===== config.mk =====
export PLATFORM = sky130hd
export DESIGN_NAME = dma_channel
export DESIGN_NICKNAME = d
export VERILOG_FILES = /design/src/rtl/dma_channel.sv
export SDC_FILE = /design/constraint.sdc
export NUM_CORES = 1
export LEC_CHECK = 0
export ABC_AREA = 0
export BUFFER_PORTS_ARGS = -buffer_cell sky130_fd_sc_hd__clkbuf_2
export CORE_MARGIN = 2
export CORE_UTILIZATION = 59
export DETAILED_ROUTE_END_ITERATION = 10
export HOLD_SLACK_MARGIN = 0.03
export PLACE_DENSITY_LB_ADDON = 0.3
export RECOVER_POWER = 100
export SLEW_MARGIN = 20
export SYNTH_ARGS = -nofsm -noshare
export SYNTH_HDL_FRONTEND = slang
export SYNTH_SLANG_ARGS = --single-unit
export TNS_END_PERCENT = 50

===== constraint.sdc =====
create_clock -name clk -period 3.05 [get_ports clk]
set_clock_uncertainty 0.15 [all_clocks]
set_input_delay 0.1525 -clock clk [delete_from_list [all_inputs] [get_ports clk]]
set_output_delay 0.1525 -clock clk [all_outputs]
set_load 0.005 [all_outputs]

===== src/rtl/dma_channel.sv =====
module dma_channel #(
  parameter int CW = 16
) (
  input  logic        clk,
  input  logic        rst_n,
  input  logic        cfg_we,
  input  logic [2:0]  cfg_addr,
  input  logic [31:0] cfg_wdata,
  output logic [31:0] cfg_rdata,
  input  logic        hw_req,
  output logic        mem_rd,
  output logic        mem_wr,
  output logic [31:0] mem_addr,
  output logic [31:0] mem_wdata,
  input  logic [31:0] mem_rdata,
  output logic        active,
  output logic        done,
  output logic        cfg_err,
  output logic        irq_half,
  output logic        irq_major
);
  typedef enum logic [2:0] {S_IDLE, S_CHK, S_RD, S_WR, S_WB} state_t;
  state_t state;

  logic [31:0] src_q, dst_q, nb_q, wsa, wda, rem;
  logic [CW-1:0] biter_q, citer_q;
  logic start_q, ih_q, im_q, dreq_q, sg_q, done_q, reqen_q, err_q;

  logic bad;
  assign bad = (nb_q == 0) || (nb_q[1:0] != 2'b00) || (biter_q == 0) || (citer_q == 0) ||
               (src_q[1:0] != 2'b00) || (dst_q[1:0] != 2'b00);

  logic [CW-1:0] citer_dec;
  assign citer_dec = citer_q - 1'b1;

  assign active    = (state != S_IDLE);
  assign done      = done_q;
  assign cfg_err   = err_q;
  assign mem_rd    = (state == S_RD);
  assign mem_wr    = (state == S_WR);
  assign mem_addr  = (state == S_WR) ? wda : wsa;
  assign mem_wdata = mem_rdata;

  always_comb begin
    cfg_rdata = '0;
    case (cfg_addr)
      3'd0: cfg_rdata = src_q;
      3'd1: cfg_rdata = dst_q;
      3'd2: cfg_rdata = nb_q;
      3'd3: cfg_rdata = 32'(biter_q);
      3'd4: cfg_rdata = 32'(citer_q);
      3'd5: cfg_rdata = {24'd0, err_q, active, done_q, sg_q, dreq_q, im_q, ih_q, start_q};
      3'd6: cfg_rdata = {31'd0, reqen_q};
      default: cfg_rdata = '0;
    endcase
  end

  always_ff @(posedge clk or negedge rst_n) begin
    if (!rst_n) begin
      state <= S_IDLE;
      src_q <= '0; dst_q <= '0; nb_q <= '0; wsa <= '0; wda <= '0; rem <= '0;
      biter_q <= '0; citer_q <= '0;
      start_q <= 1'b0; ih_q <= 1'b0; im_q <= 1'b0; dreq_q <= 1'b0; sg_q <= 1'b0;
      done_q <= 1'b0; reqen_q <= 1'b0; err_q <= 1'b0;
      irq_half <= 1'b0; irq_major <= 1'b0;
    end else begin
      irq_half  <= 1'b0;
      irq_major <= 1'b0;
      if (cfg_we) begin
        case (cfg_addr)
          3'd0: src_q <= cfg_wdata;
          3'd1: dst_q <= cfg_wdata;
          3'd2: nb_q <= cfg_wdata;
          3'd3: biter_q <= cfg_wdata[CW-1:0];
          3'd4: citer_q <= cfg_wdata[CW-1:0];
          3'd5: begin
            start_q <= cfg_wdata[0];
            ih_q    <= cfg_wdata[1];
            im_q    <= cfg_wdata[2];
            dreq_q  <= cfg_wdata[3];
            sg_q    <= cfg_wdata[4];
            if (cfg_wdata[5]) done_q <= 1'b0;
            if (cfg_wdata[7]) err_q <= 1'b0;
          end
          3'd6: reqen_q <= cfg_wdata[0];
          default: ;
        endcase
      end
      case (state)
        S_IDLE: if (start_q || (hw_req && reqen_q)) begin
          start_q <= 1'b0;
          state   <= S_CHK;
        end
        S_CHK: if (bad) begin
          err_q <= 1'b1;
          state <= S_IDLE;
        end else begin
          wsa   <= src_q;
          wda   <= dst_q;
          rem   <= nb_q;
          state <= S_RD;
        end
        S_RD: state <= S_WR;
        S_WR: begin
          wsa   <= wsa + 32'd4;
          wda   <= wda + 32'd4;
          rem   <= rem - 32'd4;
          state <= (rem == 32'd4) ? S_WB : S_RD;
        end
        S_WB: begin
          src_q <= wsa;
          dst_q <= wda;
          if (citer_q == 1) begin
            citer_q   <= biter_q;
            done_q    <= 1'b1;
            irq_major <= im_q;
            if (dreq_q) reqen_q <= 1'b0;
          end else begin
            citer_q  <= citer_dec;
            irq_half <= ih_q && (citer_dec == (biter_q >> 1));
          end
          state <= S_IDLE;
        end
        default: state <= S_IDLE;
      endcase
    end
  end
endmodule



==> run_results.csv <==
group,metric,value,unit
timing,post-route-period-util,96.8,%
route,vias,13500,
power,p_comb_share,26.3,%
critical_path,crit_family,"simple AND/OR/NAND/NOR gates",
cts,cts_root_buf,"clkbuf_16",
route,antenna_left,0,
critical_path,crit_arrival,3280,ps
hold_path,hp-start,"cfg_addr[2]",
critical_path,path_buf_inv,1,
floorplanning,core_area,0.0241,mm^2
timing,finalSetupTns,0,ps
cts,clock_sinks,237,
timing,rsz0062_at_grt,"false",
floorplanning,fp.dieW,160,um
placement,place.detailed.hpwl,31400,um
critical_path,ff2ff_setup_slack,100,ps
critical_path,cp-start-kind,"flop",
timing,worst_pin_slew,2350,ps
power,power_switching,0.00408,W
yosys,yosysUniqueCellTypes,74,
yosys,syn_inst,1624,
global_routing,grt_max_degree,129,
placement,port_buffers,109,
global_routing,grt_overflow_total,0,
timing,holdWs,150,ps
power,finalPower,0.0112,W
hold_path,holdPathEnd,"done",
cts,cts_buffers,27,
route,routedWlPerCell,22.4,um
critical_path,worstPathCellList,"or4_4, nor4_4, and3_1, or4_4, buf_4, nor2_1, a211oi_2",
floorplanning,dieArea,0.0256,mm^2
critical_path,worst-path-max-fanout,31,
critical_path,crit_required,3370,ps
critical_path,max_stage_delay,620,ps
global_routing,first_global_vias,13000,
power,power_leakage,6.79,nW
route,dr.pass1.iters,5,
timing,max_slew_margin,-56.8,%
global_routing,track_usage,35.3,%
yosys,synth-seq-cells,237,
timing,setup_viol,0,
global_routing,antenna_found_initial,0,
outcome,status,"complete, but fails checks",
yosys,synth.yosys.warnings,0,
finish,syn_to_final_growth,13.3,%
power,power_switching_share,36.4,%
power,vdd_ir_drop_max,0.000466,V
timing,final-max-slew-violation-count,84,
critical_path,end_kind,"flop",
floorplanning,rows,57,
finish,final_cell_mix,"237 x nand2_1, 237 x dfrtp_1, 152 x o21ai_0, 124 x nor2_1, 108 x mux2i_1",
power,powerDensity,689,mW/mm^2
cts,post-cts-setup-buffers,0,
finish,final_nets,1789,
power,p_clk_share,29.3,%
finish,final_area,0.0163,mm^2
power,p_seq_share,44.4,%
critical_path,cpMostUsedCell,"or4_4",
critical_path,timing.rr.start,"citer_q[11]",
finish,n_antenna_cell,0,
route,drtIter0Drc,1673,
cts,cts_tree,"built",
yosys,ys_seq_area_share,41.3,%
power,p_int,0.00712,W
outcome,violations,"capacitance limit, slew limit",
route,drt-vias-per-instance,6.59,
hold_path,hold_class,"in2reg",
floorplanning,initial_core_util,59.6,%
placement,finalWeightedCongestion,0.965,
floorplanning,io_pins,174,
yosys,synth_edf_count,0,
finish,post_route_cells_drive_above_1_share,15.6,%
route,drc,0,
yosys,synth_area_per_cell,8.84,um^2
yosys,dominantRegCellSynth,"dfrtp_1",
timing,period_minus_slack,2950,ps
global_routing,grt_pass1_wl,72000,um
run,max_cap_violations,1,
critical_path,crit_slowest_cell,"or4_4",
cts,clk_pin_slew_worst_paths,60,ps
hold_path,hold_depth,4,
critical_path,critPathKind,"reg2reg",
floorplanning,die_y,160,um
route,routed_wl,46000,um
yosys,syn-num-nets,1702,
cts,clock_latency,560,ps
critical_path,cp.depth,7,
yosys,async_flop_share,100,%
placement,place_area,0.0152,mm^2
timing,fmax,0.339,GHz
cts,clk_path_buf_depth,3,
timing,finalHoldViolations,0,
cts,htreeDepth,1,
critical_path,reg2reg_to,"wda[24]",
yosys,netlist_area,0.0144,mm^2
critical_path,rr_worst_depth,7,
-- area by class of cell --
type | instances | area (um^2)
Clock buffer | 39 | 781
Timing Repair Buffer | 213 | 1420
Fill cell | 1998 | 7850
Clock inverter | 8 | 105
Inverter | 33 | 125
Sequential cell | 237 | 5930
Tap cell | 324 | 405
Multi-Input combinational cell | 1199 | 7490
-- power groups by stage --
stage	Clock, W	Sequential [W]	Combinational (W)
6_report	0.00328	0.00498	0.00295
3_3_place_gp	0	0.00493	0.00281
4_1_cts	0.00331	0.00492	0.00296
3_5_place_dp	0	0.00496	0.00290
5_1_grt	0.00344	0.00506	0.00323
2_1_floorplan	0	0.00452	0.00207
-- flip-flops by register name, summed over array words and instances (netlist names), 3 cells and up --
register  cells
wsa          32
wda          32
rem          32
dst_q        32
nb_q         32
biter_q      16
citer_q      16
src_q        32
state         3
-- synthesized netlist by cell type (21+ instances only) --
cell type / instances / area share (%)
dfrtp_1: 237 / 41
nand2_1: 237 / 6.2
o21ai_0: 138 / 4.8
nor2_1: 124 / 3.2
mux2i_1: 108 / 7.5
clkbuf_1: 72 / 1.9
a21oi_1: 57 / 2.0
nor3_1: 55 / 1.9
nand3_1: 54 / 1.9
mux2_2: 52 / 4.1
buf_4: 36 / 1.9
inv_1: 32 / 0.84
nor4_1: 30 / 1.3
nand4_1: 26 / 1.1
buf_2: 21 / 0.73
-- per-layer routing --
layer / vias to the layer above / track usage, % / share of wire (%)
li1: 6040 / - / -
met1: 6536 / 47.1 / 39
met2: 815 / 57.9 / 47
met3: 140 / 6.42 / 9.4
met4: 0 / 12.9 / 3.9
met5: - / 0 / 0
-- what timing repair did --
item,4_1_cts,5_1_grt
resized for setup,0,0
hold buffers,36,0
endpoints found under the setup margin,0,0
endpoints found under the hold margin,324,0
-- metrics by stage --
step	utilization (%)	setup WS (ps)	std cells
after global routing	67.5	24.4	2053
after detailed placement	62.9	122	1970
after CTS	68.1	137	2053
final	67.5	97.7	2053
after floorplan	-	392	1624
after global placement	62.9	237	1970
-- worst reg2reg max path, delay by kind of cell, from the launching register on --
family                 cells  cell delay [ps]
flip-flops                 1              430
AND/OR/NAND/NOR            5             1880
AO/OA/AOI/OAI              1              160
buffers and inverters      1              260
-- worst max path at each step --
stage,start,end
2_1_floorplan,citer_q[0],irq_half
3_3_place_gp,citer_q[11],rem[23]
3_5_place_dp,citer_q[11],wda[24]
4_1_cts,citer_q[11],wda[24]
5_1_grt,citer_q[11],wda[8]
6_report,citer_q[11],wda[24]
-- cell families (layout without fill, tap and decap cells) --
group,count (synthesis),in the layout,share of synthesized area [%]
fa+ha+maj,7,7,0.610
mux,161,161,11.8
buf+inv,188,293,6.51
compound gates,370,370,16.7
simple gates,633,633,21.4
xor+xnor,28,28,1.71
flops,237,237,41.3
No activity file was read; power rests on OpenSTA's default activity.
